[src/rtl/ircm_pkg.sv]
package ircm_pkg;

   typedef enum logic {
      REG_CTRL = 1'b0,
      REG_MASK = 1'b1
   } ircm_reg_e;

   localparam int CTRL_EN_BIT = 0;

   function automatic int unsigned half_cycles(input int unsigned clk_hz,
                                               input int unsigned car_hz);
      return (clk_hz + car_hz) / (2 * car_hz);
   endfunction

endpackage

[src/rtl/ircm_regs.sv]
module ircm_regs
   import ircm_pkg::*;
#(
   parameter int unsigned NUM_PINS = 8,
   parameter int unsigned DATA_W   = 8
) (
   input  logic              clk,
   input  logic              rst_n,
   input  logic              wr_en,
   input  logic              wr_sel,
   input  logic [DATA_W-1:0] wr_data,
   input  logic              rd_sel,
   output logic [DATA_W-1:0] rd_data,
   output logic              en_q,
   output logic [NUM_PINS-1:0] mask_q
);

   generate
      if (NUM_PINS < 1 || NUM_PINS > DATA_W) begin : g_bad_width
         $error("ircm_regs: NUM_PINS must be in 1..DATA_W");
      end
   endgenerate

   always_ff @(posedge clk or negedge rst_n) begin
      if (!rst_n) begin
         en_q   <= 1'b0;
         mask_q <= '0;
      end else if (wr_en) begin
         if (ircm_reg_e'(wr_sel) == REG_CTRL)
            en_q <= wr_data[CTRL_EN_BIT];
         else
            mask_q <= wr_data[NUM_PINS-1:0];
      end
   end

   always_comb begin
      rd_data = '0;
      if (ircm_reg_e'(rd_sel) == REG_CTRL)
         rd_data[CTRL_EN_BIT] = en_q;
      else
         rd_data[NUM_PINS-1:0] = mask_q;
   end

endmodule

[src/rtl/ircm_carrier.sv]
module ircm_carrier #(
   parameter int unsigned HALF = 1645
) (
   input  logic clk,
   input  logic rst_n,
   input  logic run,
   output logic carrier
);

   localparam int unsigned CW = (HALF > 1) ? $clog2(HALF) : 1;

   generate
      if (HALF < 1) begin : g_bad_half
         $error("ircm_carrier: half period must be at least one cycle");
      end

      if (HALF == 1) begin : g_toggle
         always_ff @(posedge clk or negedge rst_n) begin
            if (!rst_n)      carrier <= 1'b0;
            else if (!run)   carrier <= 1'b0;
            else             carrier <= ~carrier;
         end
      end else begin : g_count
         logic [CW-1:0] cnt;
         always_ff @(posedge clk or negedge rst_n) begin
            if (!rst_n) begin
               cnt     <= '0;
               carrier <= 1'b0;
            end else if (!run) begin
               cnt     <= '0;
               carrier <= 1'b0;
            end else if (cnt == CW'(HALF - 1)) begin
               cnt     <= '0;
               carrier <= ~carrier;
            end else begin
               cnt     <= cnt + 1'b1;
            end
         end
      end
   endgenerate

endmodule

[src/rtl/ircm_mixer.sv]
module ircm_mixer #(
   parameter int unsigned NUM_PINS     = 8,
   parameter bit          REGISTER_OUT = 1'b1
) (
   input  logic                clk,
   input  logic                rst_n,
   input  logic                en,
   input  logic                carrier,
   input  logic [NUM_PINS-1:0] mask,
   input  logic [NUM_PINS-1:0] level,
   output logic [NUM_PINS-1:0] pin_out
);

   genvar i;
   generate
      for (i = 0; i < NUM_PINS; i++) begin : g_pin
         logic mixed;
         assign mixed = level[i] ^ (en & mask[i] & carrier);

         if (REGISTER_OUT) begin : g_reg
            always_ff @(posedge clk or negedge rst_n) begin
               if (!rst_n) pin_out[i] <= 1'b0;
               else        pin_out[i] <= mixed;
            end
         end else begin : g_comb
            assign pin_out[i] = mixed;
         end
      end
   endgenerate

endmodule

[src/rtl/ircm_top.sv]
module ircm_top
   import ircm_pkg::*;
#(
   parameter int unsigned CLK_HZ       = 125_000_000,
   parameter int unsigned CARRIER_HZ   = 38_000,
   parameter int unsigned NUM_PINS     = 8,
   parameter int unsigned DATA_W       = 8,
   parameter bit          REGISTER_OUT = 1'b1
) (
   input  logic                clk,
   input  logic                rst_n,
   input  logic                wr_en,
   input  logic                wr_sel,
   input  logic [DATA_W-1:0]   wr_data,
   input  logic                rd_sel,
   output logic [DATA_W-1:0]   rd_data,
   input  logic [NUM_PINS-1:0] level_in,
   output logic [NUM_PINS-1:0] pin_out
);

   localparam int unsigned HALF_CYC = half_cycles(CLK_HZ, CARRIER_HZ);

   generate
      if (CARRIER_HZ == 0 || CLK_HZ < 2 * CARRIER_HZ) begin : g_bad_freq
         $error("ircm_top: clock must be at least twice the carrier");
      end
   endgenerate

   logic                en_q;
   logic [NUM_PINS-1:0] mask_q;
   logic                carrier;

   ircm_regs #(
      .NUM_PINS (NUM_PINS),
      .DATA_W   (DATA_W)
   ) i_regs (
      .clk     (clk),
      .rst_n   (rst_n),
      .wr_en   (wr_en),
      .wr_sel  (wr_sel),
      .wr_data (wr_data),
      .rd_sel  (rd_sel),
      .rd_data (rd_data),
      .en_q    (en_q),
      .mask_q  (mask_q)
   );

   ircm_carrier #(
      .HALF (HALF_CYC)
   ) i_carrier (
      .clk     (clk),
      .rst_n   (rst_n),
      .run     (en_q),
      .carrier (carrier)
   );

   ircm_mixer #(
      .NUM_PINS     (NUM_PINS),
      .REGISTER_OUT (REGISTER_OUT)
   ) i_mixer (
      .clk     (clk),
      .rst_n   (rst_n),
      .en      (en_q),
      .carrier (carrier),
      .mask    (mask_q),
      .level   (level_in),
      .pin_out (pin_out)
   );

endmodule

[config.mk]
export PLATFORM = sky130hd
export DESIGN_NAME = ircm_top
export DESIGN_NICKNAME = d
export VERILOG_FILES = /design/src/rtl/ircm_pkg.sv /design/src/rtl/ircm_regs.sv /design/src/rtl/ircm_carrier.sv /design/src/rtl/ircm_mixer.sv /design/src/rtl/ircm_top.sv
export SDC_FILE = /design/constraint.sdc
export NUM_CORES = 1
export LEC_CHECK = 0
export ABC_AREA = 1
export BUFFER_PORTS_ARGS = -buffer_cell sky130_fd_sc_hd__buf_2
export CAP_MARGIN = 30
export CORE_ASPECT_RATIO = 1.75
export CORE_MARGIN = 1.5
export CORE_UTILIZATION = 35
export CTS_BUF_LIST = sky130_fd_sc_hd__clkbuf_16
export CTS_CLUSTER_SIZE = 8
export DETAILED_ROUTE_END_ITERATION = 8
export GPL_ROUTABILITY_DRIVEN = 0
export PLACE_DENSITY = 0.58
export RECOVER_POWER = 25
export SLEW_MARGIN = 20
export SYNTH_ARGS = -nofsm -noshare
export SYNTH_HDL_FRONTEND = slang
export SYNTH_SLANG_ARGS = --single-unit
[constraint.sdc]
create_clock -name clk -period 3.65 [get_ports clk]
set_clock_uncertainty 0.05 [all_clocks]
set_input_delay 0.1825 -clock clk [delete_from_list [all_inputs] [get_ports clk]]
set_output_delay 0.1825 -clock clk [all_outputs]
set_load 0.005 [all_outputs]
==> run_results.csv, run 1 <==
group,metric,value,unit
yosys,synth_top_area_share,0.5249,
yosys,synth_edf_count,0,
worst_hold_path,hp-class,"input pin to flip-flop",
cts,ctsRootBufferMaster,"clkbuf_16",
global_routing,grt_pass1_vias,1102,
floorplanning,die_w,50.51,microns
yosys,synth_nets,175,
sta,tightest_slew,1.567,ns
yosys,synth-simple-area-share,0.2398,
critical_path,crit_required,3.70,ns
cts,cts_tree,"yes",
yosys,synth_fa_ha_area_frac,0.01810,
sta,layout_setup_ws,1.841,ns
critical_path,worstPathArrival,1.86,ns
floorplanning,ios,37,
finish,antenna_cells,0,
cts,clock-sinks,29,
cts,cts_setup_buffers,0,
critical_path,crit_fanout,29,
routing,drt_wl_total,2.716,mm
cts,htree_levels,2,
yosys,synthMuxAreaShare,0.05701,
yosys,yosys-top-cells-area,"dfrtp_1 (52%), nand2_1 (11%), xnor2_1 (7.0%)",
yosys,synth_area_leader_cell,"dfrtp_1",
sta,fmax,0.5528,GHz
floorplanning,die_area,4351,sq um
sta,post-route-period-util,0.4956,
global_routing,grtUsageTotal,0.1436,
yosys,syn_area,1383,sq um
routing,wl_per_cell,11.18,microns
yosys,async_reset_ff_frac,1.000,
yosys,synth_top_family_by_area,"simple AND/OR/NAND/NOR gates",
routing,drtIter0Drc,12,
sta,tns,0,ns
sta,finalCriticalPeriod,1.809,ns
sta,rsz0062_at_grt,"false",
yosys,syn_area_per_cell,9.096,sq um
routing,via_count,1078,
cts,clock_path_buffers,2,
critical_path,crit_path_end_kind,"asynchronous set/reset pin",
floorplanning,initial_core_util,0.3611,
floorplanning,die_y,86.15,microns
sta,slew_viol_final,30,
yosys,synth-main-ff-cell,"dfrtp_1",
sta,setup_viol,0,
global_routing,grt_overflow_total,0,
sta,hold_violations,0,
finish,syn_to_final_growth,26.70,%
global_routing,grt_antenna_before_repair,0,
yosys,synth_xor_area_frac,0.07602,
yosys,ys_ff_latch,29,
finish,drive_gt1_frac,0.2615,
yosys,ys_warn_count,0,
placed_design,pre_cts_slack,2.371,ns
floorplanning,core,3829,sq um
yosys,synthCells,152,
yosys,synth_seq_area_share,0.5249,
yosys,synth_compound_area_frac,0.01900,
power_and_ir_drop,p_per_area,534.9,nW/um^2
cts,cts.clk_slew.worst_paths,0.05,ns
placed_design,place.port_buffers,36,
critical_path,slowest_delay,1.14,ns
power_and_ir_drop,leakage,0.9036,nW
routing,viasPerCell,4.436,
yosys,yosysMostFrequentCell,"nand2_1",
floorplanning,rows,30,
placed_design,postPlaceCellArea,1619,sq um
run_status,violations,"capacitance limit, slew limit",
flow_run,cap_violations,1,
critical_path,crit_chain,"dlygate4sd3_1 > clkbuf_1",
power_and_ir_drop,ir_worst_vdd,0.0005014,V
yosys,ys_top_cells_by_count,"nand2_1 (39), dfrtp_1 (29), inv_1 (23), nor2_1 (15), xnor2_1 (11)",
global_routing,grt_pass1_wl,4.588,mm
critical_path,critPathSlowestCell,"clkbuf_1",
global_routing,grt_max_degree,30,
sta,holdWs,0.04315,ns
critical_path,crit_family,"buffers and inverters",
placed_design,hpwl,2.063,mm
yosys,yosysUniqueCellTypes,20,
finish,final_cell_area,1752,sq um
routing,drt-pass1-iter-count,2,
routing,drc,0,
finish,layout.nets,218,
critical_path,startpoint_type,"input pin",
run_status,status,"finished with violations",
critical_path,critPathBufInv,2,
sta,max_slew_margin,-0.04455,
routing,ant_nets,0,
critical_path,path_class,"input pin to asynchronous set/reset pin",
cts,clk_latency,0.27,ns
cts,cts_made_buffers,5,
## per-stage QoR
| step | utilization | instances | total power (W) |
|---|---|---|---|
| detailed placement | 0.4229 | 235 | 0.0005751 |
| global placement | 0.4229 | 235 | 0.0005734 |
| CTS | 0.4601 | 243 | 0.0009587 |
| floorplan | - | 152 | 0.0005075 |
| finish | 0.4575 | 243 | 0.0009370 |
| global route | 0.4575 | 243 | 0.0009853 |
## cells in the final DEF (no fill, tap or decap)
| cell type | count |
|---|---|
| buf_1 | 1 |
| xor2_1 | 1 |
| nor3_1 | 1 |
| ha_1 | 2 |
| buf_2 | 28 |
| a21oi_1 | 2 |
| xnor2_1 | 11 |
| nor2_4 | 1 |
| clkinv_1 | 1 |
| nand3_1 | 5 |
| nand3_2 | 2 |
| inv_1 | 24 |
| a31oi_1 | 1 |
| nand2_2 | 3 |
| nor2_2 | 4 |
| nand2_4 | 1 |
| nand2_1 | 39 |
| mux2_2 | 7 |
| nor2_1 | 15 |
| dlygate4sd3_1 | 1 |
| dfrtp_1 | 29 |
| o21ai_0 | 2 |
| clkbuf_16 | 5 |
| nand4_1 | 2 |
| clkbuf_1 | 7 |
## kinds of logic (layout without fill, tap and decap cells)
logic type               after synthesis  after routing
buffers and inverters                 24             67
XOR/XNOR                              12             12
AO/OA/AOI/OAI                          5              5
multiplexers                           7              7
AND/OR/NAND/NOR                       73             73
flip-flops                            29             29
adder cells (fa/ha/maj)                2              2
## state kept, by name, indices dropped and copies added, names as in the netlist
register / cells
i_mixer.pin_out: 8
i_regs.en_q: 1
i_carrier.carrier: 1
i_carrier.g_count.cnt: 11
i_regs.mask_q: 8
## layer usage
metal,GRT usage,part of all wire,up-vias
met2,0.2679,0.55,32
li1,-,-,545
met1,0.1291,0.37,491
met5,0,0,-
met3,0.03310,0.039,10
met4,0.1032,0.041,0
## power by group
part / switching (W) / internal, W / total (W)
combinational: 0.0000820 / 0.0000746 / 0.000157
sequential: 0.0000349 / 0.000372 / 0.000407
clock: 0.000131 / 0.000242 / 0.000373
## cell type report
| type | instances | area [sq um] |
|---|---|---|
| Multi-Input combinational cell | 99 | 566.8 |
| Inverter | 23 | 86.33 |
| Clock inverter | 2 | 7.507 |
| Clock buffer | 5 | 125.1 |
| Tap cell | 48 | 60.06 |
| Fill cell | 404 | 2077 |
| Sequential cell | 29 | 725.7 |
| Timing Repair Buffer | 37 | 180.2 |
## worst register-to-register path: stages, from the launching register on
cell	delay (ns)
dfrtp_1	0.40
inv_1	0.07
ha_1	0.14
nand2_1	0.04
nor2_1	0.12
nand3_2	0.12
nand2_4	0.14
nor2_1	0.06
## final timing paths
kind,slack [ns],cells after the start,startpoint,endpoint
setup / recovery,1.84,2,rst_n,i_regs.mask_q[2]$_DFFE_PN0P_
hold / removal,0.04,2,level_in[2],i_mixer.pin_out[2]$_DFF_PN0_
setup reg to reg,2.40,7,i_carrier.g_count.cnt[0]$_DFF_PN0_,i_carrier.g_count.cnt[9]$_DFF_PN0_
hold reg to reg,0.43,1,i_carrier.g_count.cnt[0]$_DFF_PN0_,i_carrier.g_count.cnt[0]$_DFF_PN0_
max in group clk,2.27,3,i_regs.en_q$_DFFE_PN0P_,rd_data[0]
min in group asynchronous,0.80,2,rst_n,i_carrier.g_count.cnt[9]$_DFF_PN0_
## timing repair
item,CTS,global route
gates resized for setup,0,0
hold buffers,1,0
hold endpoints to repair,29,0
Power figures use the tool's default switching activity.
==> inputs of run 2 (changes only) <==
==> constraint.sdc (replaced) <==
create_clock -name clk -period 1.8 [get_ports clk]
set_clock_uncertainty 0.05 [all_clocks]
set_input_delay 0.09 -clock clk [delete_from_list [all_inputs] [get_ports clk]]
set_output_delay 0.09 -clock clk [all_outputs]
set_load 0.005 [all_outputs]
==> run 2 against run 1 <==
The flow now finishes without violations. Wire length is 2.6% higher. Final area is 7.9% higher. Critical path type is now flip-flop to output pin. Sequential cell count stayed put. Combinational power is 120% higher. Utilization is 3.6 points higher. Sequential share of layout area is 3.0 points lower. Non-clock buffer count is 13 higher. Clock-buffer cell count stayed put. Via count is 2.9% higher. Die area stayed put. Sequential power is 100% higher. Cell count is 5.8% higher.
==> run_results.csv, run 2 (synthesis results as in run 1) <==
group,metric,value,unit
critical_path,critPathLaunch,"i_regs.en_q$_DFFE_PN0P_",
cts,cts_tree,"yes",
finish,fillerInstances,386,
cts,clock_path_buffers,2,
sta,finalCriticalPeriod,1.316,ns
sta,hold_violations,0,
floorplanning,core,3829,sq um
finish,final_cell_area,1889,sq um
global_routing,grt_max_degree,30,
placed_design,hpwl,2.020,mm
power_and_ir_drop,leakage,0.9671,nW
sta,max_slew_margin,0.5232,
worst_hold_path,min-delay-start,"wr_data[1]",
routing,drc,0,
worst_hold_path,hp-class,"input pin to flip-flop",
cts,cts_setup_buffers,0,
placed_design,place.port_buffers,36,
critical_path,worstPathArrival,1.18,ns
cts,cts_made_buffers,5,
routing,wl_per_cell,10.84,microns
sta,tightest_slew,0.7152,ns
routing,viasPerCell,4.315,
floorplanning,rows,30,
global_routing,grtUsageTotal,0.1515,
global_routing,grt_antenna_before_repair,0,
run_status,status,"finished, final reports clean",
floorplanning,ios,37,
cts,clk_latency,0.27,ns
finish,syn_to_final_growth,36.65,%
critical_path,crit_path_end_kind,"output pin",
sta,post-route-period-util,0.7310,
sta,setup_viol,0,
finish,largest_register_ffs,11,
finish,largest-register,"i_carrier.g_count.cnt",
sta,slew_viol_final,0,
floorplanning,die_w,50.51,microns
finish,final_cell_mix,"nand2_1 (39), dfrtp_1 (29), buf_2 (28)",
routing,drt_wl_total,2.786,mm
critical_path,crit_required,1.66,ns
routing,drtIter0Drc,13,
cts,cts_hold_buf,13,
cts,ctsRootBufferMaster,"clkbuf_16",
cts,cts_resized,0,
floorplanning,die_area,4351,sq um
finish,drive_gt1_frac,0.2584,
routing,via_count,1109,
power_and_ir_drop,p_per_area,1026,nW/um^2
routing,ant_nets,0,
sta,rsz0062_at_grt,"false",
global_routing,grt_overflow_total,0,
critical_path,path_class,"flip-flop to output pin",
flow_run,cap_violations,0,
routing,drt-pass1-iter-count,2,
critical_path,startpoint_type,"flip-flop",
cts,htree_levels,2,
power_and_ir_drop,ir_worst_vdd,0.0007131,V
finish,antenna_cells,0,
finish,largestRegisters,"i_carrier.g_count.cnt x11, i_mixer.pin_out x8, i_regs.mask_q x8",
cts,clock-sinks,29,
floorplanning,die_y,86.15,microns
sta,fmax,0.7600,GHz
critical_path,reg2reg_from,"i_carrier.g_count.cnt[0]$_DFF_PN0_",
placed_design,postPlaceCellArea,1619,sq um
critical_path,crit_fanout,6,
cts,cts.clk_slew.worst_paths,0.05,ns
global_routing,grt_pass1_wl,4.912,mm
floorplanning,initial_core_util,0.3611,
finish,layout.nets,231,
global_routing,grt_pass1_vias,1141,
finish,fin_util,0.4935,
finish,final_common_cell,"nand2_1",
sta,tns,0,ns
[run 2: metrics by stage]
| step | worst slack (ns) | hold slack [ns] | total power, W | instances |
|---|---|---|---|---|
| floorplan | 0.6379 | -0.2556 | 0.001029 | 152 |
| global placement | 0.5386 | 0.1113 | 0.001163 | 235 |
| detailed placement | 0.5114 | 0.1137 | 0.001167 | 235 |
| CTS | 0.4655 | 0.002728 | 0.001979 | 256 |
| global route | 0.3932 | 0.004621 | 0.002058 | 257 |
| finish | 0.4842 | 0.007763 | 0.001939 | 257 |
[run 2: final timing paths]
| check | endpoint | slack [ns] | cells past startpoint |
|---|---|---|---|
| max in group asynchronous | i_mixer.pin_out[0]$_DFF_PN0_ | 0.88 | 2 |
| worst min register to register | i_carrier.g_count.cnt[0]$_DFF_PN0_ | 0.43 | 1 |
| worst min-delay path | i_regs.mask_q[1]$_DFFE_PN0P_ | 0.008 | 2 |
| min in group asynchronous | i_carrier.g_count.cnt[4]$_DFF_PN0_ | 0.36 | 2 |
| worst max register to register | i_carrier.carrier$_DFFE_PN0P_ | 0.52 | 8 |
| worst max-delay path | rd_data[0] | 0.48 | 3 |
[run 2: final cells by class]
class,count,area (sq um),area share
flip-flops and latches,29,725.7,0.3841
multi-input cells,99,566.8,0.3000
repair buffers,50,311.5,0.1649
clock buffers,5,125.1,0.06623
inverters,23,86.33,0.04570
well taps,48,60.06,0.03179
clock inverters,3,13.76,0.007285
[run 2: layer usage]
layer | vias to the layer above | global-route usage | routed length, microns
met3 | 9 | 0.03310 | 110
met4 | 0 | 0.09582 | 100
met1 | 497 | 0.1549 | 1062
met2 | 32 | 0.2703 | 1513
met5 | - | 0 | 0
li1 | 571 | - | -
[run 2: where the power goes]
part | switching [W] | internal, W
Clock | 0.000269 | 0.000500
Sequential | 0.0000729 | 0.000755
Combinational | 0.000172 | 0.000170
[run 2: worst max-delay path, stage by stage, from the launching register on]
cell,delay [ns]
dfrtp_1,0.46
inv_1,0.14
o21ai_0,0.17
buf_2,0.14
==> inputs of run 3 (changes only) <==
--- a/config.mk
+++ b/config.mk
@@ -15,7 +15,7 @@
 export CTS_CLUSTER_SIZE = 8
 export DETAILED_ROUTE_END_ITERATION = 8
 export GPL_ROUTABILITY_DRIVEN = 0
-export PLACE_DENSITY = 0.58
+export PLACE_DENSITY = 0.6
 export RECOVER_POWER = 25
 export SLEW_MARGIN = 20
 export SYNTH_ARGS = -nofsm -noshare
==> constraint.sdc (replaced) <==
create_clock -name clk -period 1.2 [get_ports clk]
set_clock_uncertainty 0.05 [all_clocks]
set_input_delay 0.06 -clock clk [delete_from_list [all_inputs] [get_ports clk]]
set_output_delay 0.06 -clock clk [all_outputs]
set_load 0.005 [all_outputs]
==> run 3 against run 2 <==
The flow now finishes with violations (setup timing). Clock power is 51% higher. First-iteration DRC count grew 7.7%. Sequential share of layout area shrank 3.1 points. Power grew 57%. Sequential power grew 50%. Non-clock buffer count is 11 higher. Wire length rose by 9.8%. Cell count rose by 4.7%. Critical path depth up 3. Die area did not move. Critical endpoint is now i_carrier.g_count.cnt[10]$_DFF_PN0_. Largest power group unchanged.
==> run_results.csv, run 3 (synthesis results as in run 1) <==
group,metric,value,unit
cts,clock-sinks,29,
critical_path,crit_path_end_kind,"flip-flop",
critical_path,critPathLaunch,"i_carrier.g_count.cnt[0]$_DFF_PN0_",
routing,wl_per_cell,11.37,microns
critical_path,reg2reg_from,"i_carrier.g_count.cnt[0]$_DFF_PN0_",
critical_path,cpMostUsedCell,"nand3_1",
global_routing,grt_pass1_vias,1283,
sta,post-route-period-util,1.054,
sta,hold_violations,0,
critical_path,crit_required,1.31,ns
finish,antenna_cells,0,
critical_path,critPathSlowestCell,"dfrtp_1",
routing,drc,0,
critical_path,slowest_delay,0.38,ns
critical_path,crit_fanout,4,
cts,htree_levels,2,
finish,fin_util,0.5373,
floorplanning,initial_core_util,0.3611,
critical_path,worstPathArrival,1.37,ns
sta,rsz0062_at_grt,"true",
cts,clock_path_buffers,2,
sta,layout_setup_ws,-0.06525,ns
floorplanning,die_w,50.51,microns
routing,ant_nets,0,
global_routing,grt_max_degree,16,
power_and_ir_drop,p_per_area,1477,nW/um^2
critical_path,reg2reg_slack,-0.07,ns
routing,drt_wl_total,3.058,mm
sta,finalCriticalPeriod,1.265,ns
finish,largest_register_ffs,11,
routing,via_count,1200,
finish,final_common_cell,"nand2_1",
run_status,violations,"setup timing",
routing,drtIter0Drc,14,
routing,wl_met1,1.134,mm
critical_path,rr_worst_depth,6,
floorplanning,die_area,4351,sq um
sta,max_slew_margin,0.7342,
critical_path,startpoint_type,"flip-flop",
floorplanning,ios,37,
finish,layout.nets,243,
sta,holdWs,0.003311,ns
sta,fmax,0.7904,GHz
critical_path,path_class,"flip-flop to flip-flop",
floorplanning,rows,30,
finish,drive_gt1_frac,0.3484,
routing,drt-pass1-iter-count,3,
placed_design,pre_cts_slack,-0.08354,ns
sta,setup_viol,11,
routing,dr_wl_met3,112,microns
power_and_ir_drop,leakage,1.046,nW
worst_hold_path,min_path_cells,3,
cts,clk_latency,0.27,ns
finish,final_cell_mix,"nand2_1 (38), buf_2 (35), dfrtp_1 (28)",
cts,ctsRootBufferMaster,"clkbuf_16",
worst_hold_path,hp-class,"input pin to flip-flop",
floorplanning,die_y,86.15,microns
cts,cts_made_buffers,5,
finish,largest-register,"i_carrier.g_count.cnt",
sta,slew_viol_final,0,
critical_path,crit_path_end,"i_carrier.g_count.cnt[10]$_DFF_PN0_",
routing,top_layer,"met4",
routing,wl_met2,1.686,mm
finish,fin_cells,269,
critical_path,crit_chain,"ha_2 > nand3_4 > nor2_4 > nand3_1 > nand3_1 > nor2_1",
flow_run,cap_violations,0,
placed_design,hpwl,2.064,mm
global_routing,grt_overflow_total,0,
cts,cts.clk_slew.worst_paths,0.05,ns
routing,viasPerCell,4.461,
run_status,status,"finished with violations",
global_routing,grtUsageTotal,0.1606,
placed_design,place.port_buffers,36,
floorplanning,core,3829,sq um
power_and_ir_drop,report.power.total,0.003039,W
global_routing,grt_antenna_before_repair,0,
critical_path,rr_endpoint,"i_carrier.g_count.cnt[10]$_DFF_PN0_",
global_routing,grt_pass1_wl,5.292,mm
placed_design,dp_cells,239,
sta,tightest_slew,0.3987,ns
power_and_ir_drop,ir_worst_vdd,0.001689,V
finish,syn_to_final_growth,48.78,%
cts,cts_tree,"yes",
finish,largestRegisters,"i_carrier.g_count.cnt x11, i_mixer.pin_out x8, i_regs.mask_q x8",
==> run 3: repair_timing <==
item	in CTS	in global routing
hold endpoints to repair	45	0
endpoints found under the setup margin	12	13
gates resized for setup	4	10
hold buffers	17	0
pin swaps	0	6
setup buffers	1	3
gates cloned	1	0
==> run 3: worst min path at each step <==
stage / from / end
6_report: wr_sel / i_regs.en_q$_DFFE_PN0P_
5_1_grt: wr_sel / i_regs.en_q$_DFFE_PN0P_
4_1_cts: wr_sel / i_regs.en_q$_DFFE_PN0P_
3_5_place_dp: rst_n / i_carrier.g_count.cnt[3]$_DFF_PN0_
3_3_place_gp: rst_n / i_carrier.g_count.cnt[3]$_DFF_PN0_
2_1_floorplan: rst_n / i_carrier.carrier$_DFFE_PN0P_
==> run 3: stage by stage <==
stage	setup TNS, ns	cell area, sq um
6_report	-0.5658	2057
5_1_grt	-1.473	2057
4_1_cts	-0.8994	1993
3_5_place_dp	-0.7384	1662
3_3_place_gp	-0.6574	1662
2_1_floorplan	0	1383
==> run 3: final cells by class <==
class                           count  area [sq um]
Fill cell                         369          1772
Sequential cell                    29         726.9
Multi-Input combinational cell    100         618.1
Timing Repair Buffer               61         426.7
Clock buffer                        5         125.1
Inverter                           23         86.33
Tap cell                           48         60.06
Clock inverter                      3         13.76
==> run 3: worst max-delay path: cells and delay by family, from the launching register on <==
family | cells | cell delay, ns
adders and majority gates | 1 | 0.22
and+or+nand+nor | 5 | 0.48
DFF | 1 | 0.38
==> run 3: routing by layer <==
| layer | GRT usage | up-vias |
|---|---|---|
| li1 | - | 599 |
| met1 | 0.1507 | 556 |
| met2 | 0.3050 | 37 |
| met3 | 0.03833 | 8 |
| met4 | 0.08845 | 0 |
| met5 | 0 | - |
==> run 3: power by group <==
part           internal, W  switching (W)  total (W)
registers          0.00114       0.000109    0.00124
logic             0.000332       0.000297   0.000629
clock network     0.000750       0.000415    0.00116
